==> config.mk <==
export PLATFORM = sky130hd
export DESIGN_NAME = cc_channel
export DESIGN_NICKNAME = d
export VERILOG_FILES = /design/src/rtl/cc_pkg.sv /design/src/rtl/cc_trig_edge.sv /design/src/rtl/cc_match.sv /design/src/rtl/cc_channel.sv
export SDC_FILE = /design/constraint.sdc
export NUM_CORES = 1
export LEC_CHECK = 0
export BUFFER_PORTS_ARGS = -buffer_cell sky130_fd_sc_hd__buf_2
export CAP_MARGIN = 20
export CORE_MARGIN = 3
export CORE_UTILIZATION = 50
export CTS_CLUSTER_DIAMETER = 150
export DETAILED_ROUTE_END_ITERATION = 10
export PLACE_DENSITY = 0.83
export SYNTH_ARGS = -nofsm -noshare
export SYNTH_HDL_FRONTEND = slang
export SYNTH_SLANG_ARGS = --single-unit
==> constraint.sdc <==
create_clock -name clk -period 2.3 [get_ports clk]
set_input_delay 0.115 -clock clk [delete_from_list [all_inputs] [get_ports clk]]
set_output_delay 0.115 -clock clk [all_outputs]
set_load 0.05 [all_outputs]
==> src/rtl/cc_pkg.sv <==
package cc_pkg;

    typedef enum logic [1:0] {
        CC_OFF     = 2'd0,
        CC_CAPTURE = 2'd1,
        CC_COMPARE = 2'd2,
        CC_OFF_ALT = 2'd3
    } cc_mode_e;

    typedef enum logic [1:0] {
        ACT_PULSE  = 2'd0,
        ACT_TOGGLE = 2'd1,
        ACT_CLEAR  = 2'd2,
        ACT_SET    = 2'd3
    } cc_act_e;

    typedef enum logic [1:0] {
        EDG_RISE  = 2'd0,
        EDG_FALL  = 2'd1,
        EDG_BOTH  = 2'd2,
        EDG_LEVEL = 2'd3
    } cc_edge_e;

endpackage

==> src/rtl/cc_trig_edge.sv <==
module cc_trig_edge
    import cc_pkg::*;
(
    input  logic       clk,
    input  logic       rst_n,
    input  logic       trig_i,
    input  logic [1:0] sel_i,
    output logic       hit_o
);

    logic trig_d, trig_q;

    always_comb begin
        trig_d = trig_i;
        unique case (cc_edge_e'(sel_i))
            EDG_RISE:  hit_o = trig_i & ~trig_q;
            EDG_FALL:  hit_o = ~trig_i & trig_q;
            EDG_BOTH:  hit_o = trig_i ^ trig_q;
            default:   hit_o = trig_i;
        endcase
    end

    always_ff @(posedge clk or negedge rst_n) begin
        if (!rst_n) trig_q <= 1'b0;
        else        trig_q <= trig_d;
    end

endmodule

==> src/rtl/cc_match.sv <==
module cc_match #(
    parameter int VAL_W  = 32,
    parameter int PRE_W  = 15,
    parameter int MASK_W = 5
) (
    input  logic [VAL_W-1:0]  cnt_i,
    input  logic [PRE_W-1:0]  pre_i,
    input  logic              base_i,
    input  logic [VAL_W-1:0]  ref_i,
    input  logic [MASK_W-1:0] mask_i,
    output logic              eq_o
);

    localparam int HI_W = VAL_W - PRE_W;

    logic [VAL_W-1:0] base_word;
    logic [VAL_W-1:0] keep;
    logic [VAL_W-1:0] diff;

    always_comb begin
        base_word = base_i ? {cnt_i[HI_W-1:0], pre_i} : cnt_i;
        for (int i = 0; i < VAL_W; i++) begin
            keep[i] = (i < (VAL_W - int'(mask_i)));
        end
        diff = (base_word ^ ref_i) & keep;
        eq_o = (diff == '0);
    end

endmodule

==> src/rtl/cc_channel.sv <==
module cc_channel
    import cc_pkg::*;
#(
    parameter int VAL_W  = 32,
    parameter int PRE_W  = 15,
    parameter int MASK_W = 5,
    parameter int NUM_CH = 3,
    parameter int CH_ID  = 0
) (
    input  logic              clk,
    input  logic              rst_n,
    input  logic [VAL_W-1:0]  cnt_i,
    input  logic [PRE_W-1:0]  pre_i,
    input  logic              trig_i,
    input  logic [1:0]        mode_i,
    input  logic [1:0]        action_i,
    input  logic [1:0]        edge_i,
    input  logic              base_i,
    input  logic [MASK_W-1:0] mask_i,
    input  logic              wr_en_i,
    input  logic [VAL_W-1:0]  wr_val_i,
    output logic              out_o,
    output logic              evt_o,
    output logic [VAL_W-1:0]  val_o
);

    generate
        if (CH_ID < 0 || CH_ID >= NUM_CH) begin : g_bad_index
            $error("cc_channel: channel index out of range");
        end
    endgenerate

    typedef struct packed {
        logic             out;
        logic             evt;
        logic             seen;
        logic [VAL_W-1:0] val;
    } ch_state_t;

    ch_state_t st_d, st_q;

    logic trig_hit;
    logic eq_now;

    cc_trig_edge u_edge (
        .clk    (clk),
        .rst_n  (rst_n),
        .trig_i (trig_i),
        .sel_i  (edge_i),
        .hit_o  (trig_hit)
    );

    cc_match #(
        .VAL_W  (VAL_W),
        .PRE_W  (PRE_W),
        .MASK_W (MASK_W)
    ) u_match (
        .cnt_i  (cnt_i),
        .pre_i  (pre_i),
        .base_i (base_i),
        .ref_i  (st_q.val),
        .mask_i (mask_i),
        .eq_o   (eq_now)
    );

    logic cap_hit;
    logic cmp_hit;

    always_comb begin
        st_d    = st_q;
        cap_hit = (cc_mode_e'(mode_i) == CC_CAPTURE) && trig_hit;
        cmp_hit = (cc_mode_e'(mode_i) == CC_COMPARE) && eq_now && !st_q.seen;

        st_d.seen = eq_now;
        st_d.evt  = cap_hit | cmp_hit;

        if (wr_en_i)      st_d.val = wr_val_i;
        else if (cap_hit) st_d.val = cnt_i;

        unique case (cc_act_e'(action_i))
            ACT_PULSE:  st_d.out = cmp_hit;
            ACT_TOGGLE: if (cmp_hit) st_d.out = ~st_q.out;
            ACT_CLEAR:  if (cmp_hit) st_d.out = 1'b0;
            default:    if (cmp_hit) st_d.out = 1'b1;
        endcase
    end

    always_ff @(posedge clk or negedge rst_n) begin
        if (!rst_n) st_q <= '0;
        else        st_q <= st_d;
    end

    assign out_o = st_q.out;
    assign evt_o = st_q.evt;
    assign val_o = st_q.val;

endmodule

==> impl_metrics.ini <==
[worst_setup_path]
arrival_ns = 2.47
r2r_setup_slack_ns = 0.09
regToRegStartpoint = val_o[14]
ff2ff_path_depth = 8
endpoint_kind = register
cp_max_fo = 6
critPathCapture = out_o
r2r_end = out_o
critPathLaunch = mask_i[0]
crit_type = in -> reg
crit_required_ns = 2.50
start_kind = input port

[synth]
synth-xor-area-share_pct = 9.13
ys_warn_count = 0
synthAdderAreaFrac_pct = 2.15
synth-edff-count = 0
ys_seq_area_share_pct = 27.6
ys_ff_latch = 36
synthesis.area_sq_um = 3260
ys_types = 53
synth_ff_type = dfrtp_1
synthMuxAreaShare_pct = 20.3
synth_compound_area_share_pct = 17.0
synth_top_family_by_area = multiplexers
synth_fp_nets = 472
syn_avg_cell_area_sq_um = 8.74
synth-simple-area-share_pct = 12.2
ys_async_sr_fraction_pct = 100
netlist_instances = 373

[placement]
dp.cells = 576
dp_hpwl_mm = 8.41
gp_congestion = 0.985
placed_cell_area_sq_um = 4110
port_buffers = 128

[floorplanning]
die_h_microns = 86.8
die_area_sq_um = 7530
start_util_pct = 53.2
rows = 28
chipWidth_microns = 86.8
core_area_sq_um = 6130
pin_count = 129

[power_and_ir_drop]
p_int_w = 0.00134
finalPower_w = 0.00228
clkPwrFrac_pct = 21.0
ir_drop_mv = 0.434
combinationalPowerShare_pct = 46.2
switchingPower_w = 0.000942
leakagePower_nw = 2.32
cellPowerDensity_nw_per_um2 = 517
p_sw_share_pct = 41.3
pwr-share-seq_pct = 32.9

[cells_and_area]
diodes = 0
drive_gt1_share_pct = 42.2
syn2layout_area_growth_pct = 35.4
fin_cells = 594
n_fill_cell = 494
finish.net_count = 617
fin_area_sq_um = 4420
final_core_util_pct = 72.0

[timing]
fin_crit_ns = 2.27
fin_worst_skew_ns = 0.00710
tightest_slew_ns = 0.939
final.setup.tns_ns = 0
fmax_mhz = 440
setup_viol = 0
hold_violations = 0
slew_headroom_pct = 37.4
fin_crit_sh_pct = 98.9
report.final.slew_viol_count = 0

[clocking]
clk_latency_ns = 0.29
htree_levels = 2
cts_buffers = 5
path_clk_slew_ns = 0.09
cts_sinks = 36
clk_path_buf_depth = 2
cts_tree = built
cts_root_buf = clkbuf_8

[routing]
drt-total-wl_mm = 10.7
first_pass_iters = 5
num_vias = 3310
ant_nets = 0
via_per_inst = 5.57
drt-initial-drc-count = 229
wl_per_cell_microns = 18.1
drc = 0

[global_route]
grt_start_max_net_pins = 65
grt_pass1_wl_mm = 16.6
grt_use_total_pct = 28.3
grt-ovfl-total = 0
grt_pass1_vias = 3382
antenna_found_initial = 0

[job]
cap_violations = 0

[run_status]
outcome = completed

[worst_hold_path]
hold_path.class = in -> reg
==> cells in the final DEF (no fill, tap or decap), types with 4 or more instances in the layout <==
| cell | count |
|---|---|
| nand2b_1 | 4 |
| mux2i_1 | 65 |
| inv_1 | 8 |
| buf_12 | 4 |
| o211ai_1 | 4 |
| a31oi_1 | 5 |
| clkbuf_8 | 5 |
| nand3_1 | 4 |
| xnor2_1 | 24 |
| buf_2 | 128 |
| xor2_1 | 5 |
| buf_4 | 54 |
| nand2_1 | 38 |
| o22ai_1 | 5 |
| a21oi_1 | 10 |
| nor2_1 | 13 |
| o21ai_0 | 42 |
| dfrtp_1 | 36 |
==> state kept, by name (all words and copies together), names as in the netlist <==
name           flops
evt_o              1
out_o              1
st_q               1
u_edge.trig_q      1
val_o             32
==> Yosys cell counts, drive strengths merged, types with 2 or more instances <==
cell type / instances / area [sq um]
ha: 4 / 50.1
xnor2: 28 / 245
nor3: 3 / 25.0
o22a: 2 / 17.5
o2111a: 2 / 22.5
o22ai: 5 / 31.3
a21oi: 11 / 55.1
nor2: 13 / 48.8
xor2: 6 / 52.6
clkbuf: 12 / 45.0
a211oi: 2 / 15.0
nand3: 4 / 20.0
o31ai: 2 / 15.0
a31oi: 5 / 31.3
dfrtp: 36 / 901
o21ai: 44 / 220
and2: 3 / 18.8
buf: 41 / 302
nand4: 2 / 12.5
o211ai: 4 / 30.0
a211o: 2 / 17.5
o21ba: 2 / 20.0
nand2b: 4 / 25.0
nor4: 2 / 18.8
mux2i: 66 / 661
inv: 9 / 33.8
or2: 2 / 12.5
nand2: 38 / 143
maj3: 2 / 20.0
nor2b: 2 / 12.5
==> layer usage <==
metal,wire (microns),global-route usage (%),vias up
met3,690,4.28,34
met4,474,13.2,0
met2,5190,47.7,152
li1,-,-,1581
met5,0,0,-
met1,4390,35.5,1543
==> cells by family after synthesis <==
kind of cell,count (synthesis)
adder cells (fa/ha/maj),6
XOR/XNOR,34
buffers and inverters,62
multiplexers,66
AND/OR/NAND/NOR,79
flip-flops,36
AO/OA/AOI/OAI,90
==> worst min-delay path by stage <==
stage | from | endpoint | slack (ns) | depth (start not counted)
floorplan | rst_n | evt_o | -0.18 | 0
global placement | rst_n | val_o[20] | 0.25 | 1
detailed placement | rst_n | val_o[18] | 0.28 | 1
CTS | wr_val_i[14] | val_o[14] | 0.02 | 3
global route | wr_val_i[29] | val_o[29] | 0.03 | 3
finish | wr_val_i[19] | val_o[19] | 0.02 | 3
==> area by class of cell <==
cell class                      count  area [sq um]  area share (%)
Clock buffer                        5          68.8            1.56
Clock inverter                      3          21.3           0.482
Inverter                            9          33.8           0.765
Multi-Input combinational cell    276          2130            48.2
Sequential cell                    36           901            20.4
Tap cell                           75          93.8            2.12
Timing Repair Buffer              190          1170            26.5
==> power by group through the flow <==
stage / Combinational (W) / Clock, W / Sequential (W)
finish: 0.00105 / 0.000479 / 0.000751
global route: 0.00112 / 0.000518 / 0.000759
CTS: 0.000999 / 0.000479 / 0.000749
detailed placement: 0.000986 / 0 / 0.000762
global placement: 0.000975 / 0 / 0.000757
floorplan: 0.000694 / 0 / 0.000751
==> critical path, cell delays in order <==
cell and delay, ns:
buf_2 0.11, buf_4 0.15, or2_2 0.30, buf_4 0.16
o21ai_0 0.38, o211ai_1 0.15, o211ai_1 0.13, a31oi_1 0.09
a41oi_2 0.33, nor3_4 0.10, and3b_1 0.19, nor4_2 0.26
==> per-stage QoR <==
step	setup WS [ns]	hold WS, ns
floorplan	0.00837	-0.181
global placement	-0.296	0.255
detailed placement	-0.450	0.277
CTS	0.0155	0.0223
global route	-0.0357	0.0346
finish	0.0258	0.0249
==> timing repair <==
action                     in CTS  in global routing
setup endpoints to repair       1                  2
pin swaps                       1                 13
buffers inserted                1                  6
hold endpoints to repair       37                  0
hold buffers                    2                  0
cloned                          1                  0
gates resized for setup         4                 18
No activity file was read; power rests on OpenSTA's default activity.
